## config.mk

```make
export PLATFORM = sky130hd
export DESIGN_NAME = sbsram_burst_gen
export DESIGN_NICKNAME = d
export VERILOG_FILES = /design/src/rtl/sbsram_pkg.sv /design/src/rtl/sbsram_burst_gen.sv
export SDC_FILE = /design/constraint.sdc
export NUM_CORES = 1
export LEC_CHECK = 0
export ABC_AREA = 1
export ABC_CLOCK_PERIOD_IN_PS = 1700
export BUFFER_PORTS_ARGS = -buffer_cell sky130_fd_sc_hd__buf_4
export CAP_MARGIN = 25
export CORE_AREA = 5 5 42 44
export CTS_CLUSTER_SIZE = 40
export DETAILED_ROUTE_END_ITERATION = 12
export DIE_AREA = 0 0 47 49
export PLACE_DENSITY = 0.84
export SYNTH_ARGS = -nofsm -noshare
export SYNTH_HDL_FRONTEND = slang
export SYNTH_SLANG_ARGS = --single-unit
export TNS_END_PERCENT = 100
```

## constraint.sdc

```tcl
create_clock -name clk -period 1.7 [get_ports clk]
set_input_delay 0.34 -clock clk [delete_from_list [all_inputs] [get_ports clk]]
set_output_delay 0.34 -clock clk [all_outputs]
set_load 0.005 [all_outputs]
```

## src/rtl/sbsram_pkg.sv

```systemverilog
package sbsram_pkg;
  localparam int LANES = 4;
  localparam int CNT_W = 2;

  // low address bits of burst beat `cnt` starting at `st`
  function automatic logic [CNT_W-1:0] beat_lo(input logic [CNT_W-1:0] st,
                                                input logic [CNT_W-1:0] cnt,
                                                input logic ilv);
    return ilv ? (st ^ cnt) : CNT_W'(st + cnt);
  endfunction
endpackage

```

## src/rtl/sbsram_burst_gen.sv

```systemverilog
module sbsram_burst_gen #(
  parameter int AW = 8
) (
  input  logic          clk,
  input  logic          rst,
  input  logic          load,
  input  logic [AW-1:0] load_addr,
  input  logic          advance,
  input  logic          interleave,
  output logic [AW-1:0] cur_addr,
  output logic [AW-1:0] next_addr
);
  import sbsram_pkg::*;

  logic [AW-1:0]    base_q;
  logic [CNT_W-1:0] cnt_q;

  always_ff @(posedge clk) begin
    if (rst) begin
      base_q <= '0;
      cnt_q  <= '0;
    end else if (load) begin
      base_q <= load_addr;
      cnt_q  <= '0;
    end else if (advance) begin
      cnt_q <= CNT_W'(cnt_q + 1'b1);
    end
  end

  always_comb begin
    cur_addr  = {base_q[AW-1:CNT_W], beat_lo(base_q[CNT_W-1:0], cnt_q, interleave)};
    next_addr = {base_q[AW-1:CNT_W],
                 beat_lo(base_q[CNT_W-1:0], CNT_W'(cnt_q + 1'b1), interleave)};
  end


  burst_step_chk: assert property (@(posedge clk) disable iff (rst)
    (advance && !load) |=> cnt_q == CNT_W'($past(cnt_q) + 1'b1));

  load_addr_chk: assert property (@(posedge clk) disable iff (rst)
    load |=> (base_q == $past(load_addr)) && (cnt_q == '0));

  hold_chk: assert property (@(posedge clk) disable iff (rst)
    (!load && !advance) |=> $stable(base_q) && $stable(cnt_q));
endmodule

```

* Word-level counts from Yosys, hierarchy flattened
Cells that the tools add are included.
Word-level totals: register bits after elaboration 10, bits of input ports 13, output and inout bits 16
Cells by class: add/sub/neg operators 3, muxes and demuxes 2, bitwise gates (word level) 2, reductions and logical operators 1
Operators with widths (number):
- 2-bit adder | 2
- 2-bit two-way mux | 2
- 2-bit bitwise XOR | 2
- 2-bit by 1-bit adder with 2-bit output, second input constant | 1
- 2-bit OR reduction | 1

* Depth between registers and ports, before layout
word-level depth 3, gate-level depth with buffers 7, gate-level depth less buffers 7

* Worst setup path before layout
No wires, ideal clock.
kind register to output, start point reg cnt_q[0], end point out next_addr[1], arrival 0.862 ns, required time 1.360 ns, path slack 0.498 ns, stages on the path, launching flop included 8, buffers on the path 0, cell sequence dfxtp_1 inv_1 ha_1 nand2_1 nand2_1 nand2_1 nand2_1 nand2_1
On the way: longest elaborated chain between the ends 3, elaborated cells on any way between the ends 4, those cells by class add/sub (2); mux (1); bitwise (1)
Ends and longest elaborated chain:
- start, declared | line sbsram_burst_gen.sv:16 | logic [CNT_W-1:0] cnt_q;
- start signal, assigned | line sbsram_burst_gen.sv:26 | cnt_q <= CNT_W'(cnt_q + 1'b1);
- 2-bit by 1-bit adder with 2-bit output (*) | line sbsram_burst_gen.sv:33 | beat_lo(base_q[CNT_W-1:0], CNT_W'(cnt_q + 1'b1), interleave)};
- 2-bit adder or 2-bit bitwise XOR (tied branches) | line sbsram_pkg.sv:9 | return ilv ? (st ^ cnt) : CNT_W'(st + cnt);
- 2-bit two-way mux (*) | line sbsram_pkg.sv:9
- end, declared | line sbsram_burst_gen.sv:11 | output logic [AW-1:0] next_addr
Every way passes the cells marked *; elsewhere a longest branch is shown, timed or not.

* Worst setup path in the final report
Ends and elaborated chain as after synthesis.

==> run metrics <==
status=finished clean; Tcrit/Tclk final=94.12%; top post-synthesis cells by area=dfxtp_1 (35%), buf_4 (16%), nor2_1 (11%); Core ar.=1401 sq um; share of cells above drive strength 1=36.63%; HPWL after DPL=950.8 um; DRT Pass-1 Iters=4; Setup Skew=0.0002120 ns; Clk Latency, worst-skew pair=0.27 ns; worst endpoint data arrival time=1.26 ns; Seq/Total Area, Yosys=34.86%; relative slew slack=80.41%; Fin Hold WS=0.2986 ns; GR Util All Layers=12.01%; Yosys reg bits=10; DR WL/cell=10.21 um; nets@finish=118; die height=49 um; setup ws final=0.1000 ns; Top cell by count, worst path=nand2_1; Synth area leader=dfxtp_1; placement row count=14; CP delay by family, top=flip-flops; final hold violations=0; CTS tree=yes; flip-flop and latch area=203.9 sq um; Routed Antenna Nets=0; full die area=2303 sq um; PortBufs=28; critical path class=reg -> out; Critical Path RT=1.36 ns; Mean Syn Cell Area=7.004 sq um; IO Count=29; TNS Setup=0 ns; Worst Path Buf+Inv=2; vias in the first global route=527; Post-Syn Instances=82; Worst Setup End Kind=primary output; pre-CTS setup slack=0.3297 ns; final instance area=740.7 sq um; CTS root buf=clkbuf_4; unrepaired setup endpoints after global routing=false; worst-path cell chain=inv_1, ha_1, nand2_1, nand2_1, nand3_1, nand2_1, buf_4; DR iter-0 viols=9; Multi-input gate area=240.2 sq um; H-tree levels=1; worst-path cell with the longest stage delay=dfxtp_4; f_max=0.6250 GHz; Bufs on Longest Clock Path=2; post-CTS setup buffer count=0; global-route wire length before repair=2.056 mm; Vias=538; initial antenna violation count=0; Initial Utilization=40.98%; fill count=144; # DRC=0; synthesized area=574.3 sq um; area share of the largest cell type after synthesis=34.86%; Pleak=0.0004132 uW; CP peak stage delay=0.36 ns; Power Dens Cells=738.5 nW/um^2; maxcap violations=0; CP Launch Type=flop; Clk pin slew, worst setup/hold paths=0.06 ns; commonest non-fill, non-tap cell in the layout=buf_4; WL final=1.195 mm; Hold Crit Class=in -> reg; Area Growth Syn to Fin=28.98%; Least-Margin Pin Slew=0.2935 ns; most frequent cells in the layout=buf_4 (28), nor2_1 (17), nand2_1 (15); Final Slew Violations=0; final setup fails=0; Final min period=1.600 ns; diode count=0; clk sinks=10; die width=47 um; Netlist cell types=13; R2R setup slack=0.93 ns; Vias/cell=4.598; largest net degree at the start of global routing=11; syn_nets=97; CTS Buf Count=3; Final GP Congestion=0.7530; Overflow after GRT=0; Synth Warn #=0; DP Area=714.4 sq um; maximum vdd drop=0.3929 mV; crit-path max FO=5
==> layout make-up <==
cell class | instances | share of cell area (%)
flip-flops and latches | 10 | 27.53
inverters | 11 | 5.912
multi-input cells | 49 | 32.43
well taps | 16 | 2.703
clock buffers | 3 | 3.041
repair buffers | 28 | 28.38
==> Yosys cell counts <==
cell,instances
nor3_2,2
a21oi_1,1
inv_1,10
o21ai_2,1
nand3_1,3
nor2_1,17
inv_4,1
buf_4,12
ha_1,2
nand2_1,15
dfxtp_1,10
o21ai_0,7
nand2_4,1
==> worst reg2reg max path: cells and delay by family (launching register included) <==
family / cells / cell delay (ns)
flops: 1 / 0.36
buf+inv: 1 / 0.07
simple gates: 3 / 0.25
==> report_power, final <==
group / leakage [uW] / internal, uW / total [uW] / switching [uW]
sequential: 0.0000835 / 248 / 260 / 11.3
clock: 0.0000138 / 81.9 / 164 / 81.7
combinational: 0.000316 / 70.0 / 124 / 53.6
==> routing by layer <==
| layer | vias to the layer above | GRT usage [%] | routed length, um |
|---|---|---|---|
| met1 | 238 | 12.89 | 457 |
| met3 | 5 | 2.952 | 77 |
| met5 | - | 0 | 0 |
| li1 | 280 | - | - |
| met4 | 0 | 6.912 | 32 |
| met2 | 15 | 20.14 | 627 |
==> final timing paths <==
path | from | endpoint | cells after the start
min reg2reg | base_q[1]$_SDFFE_PP0P_ | base_q[1]$_SDFFE_PP0P_ | 2
max reg2reg | cnt_q[0]$_SDFFE_PP0P_ | cnt_q[1]$_SDFFE_PP0P_ | 4
min | load_addr[0] | base_q[0]$_SDFFE_PP0P_ | 3
max | cnt_q[0]$_SDFFE_PP0P_ | next_addr[1] | 7
==> logic make-up after synthesis <==
kind of cell	share of synthesized area, %
DFF	34.86
adders and majority gates	4.357
buffers and inverters	23.31
and+or+nand+nor	28.97
AOI/OAI and AO/OA	8.496
==> sequential cells by signal, indices dropped and copies added (netlist names) <==
register and cells:
cnt_q 2, base_q 8
==> through the flow <==
| step | total power, uW | util (%) | instances |
|---|---|---|---|
| 2_1_floorplan | 338.2 | - | 82 |
| 3_3_place_gp | 386.6 | 50.98 | 114 |
| 3_5_place_dp | 390.9 | 50.98 | 114 |
| 4_1_cts | 553.9 | 52.59 | 117 |
| 5_1_grt | 576.4 | 52.86 | 117 |
| 6_report | 547.0 | 52.86 | 117 |
==> repair_timing <==
item | in CTS | in global routing
hold buffers | 0 | 0
gates resized for setup | 0 | 2
endpoints found under the setup margin | 0 | 1
Note: power is estimated with default switching activity, not from simulation.
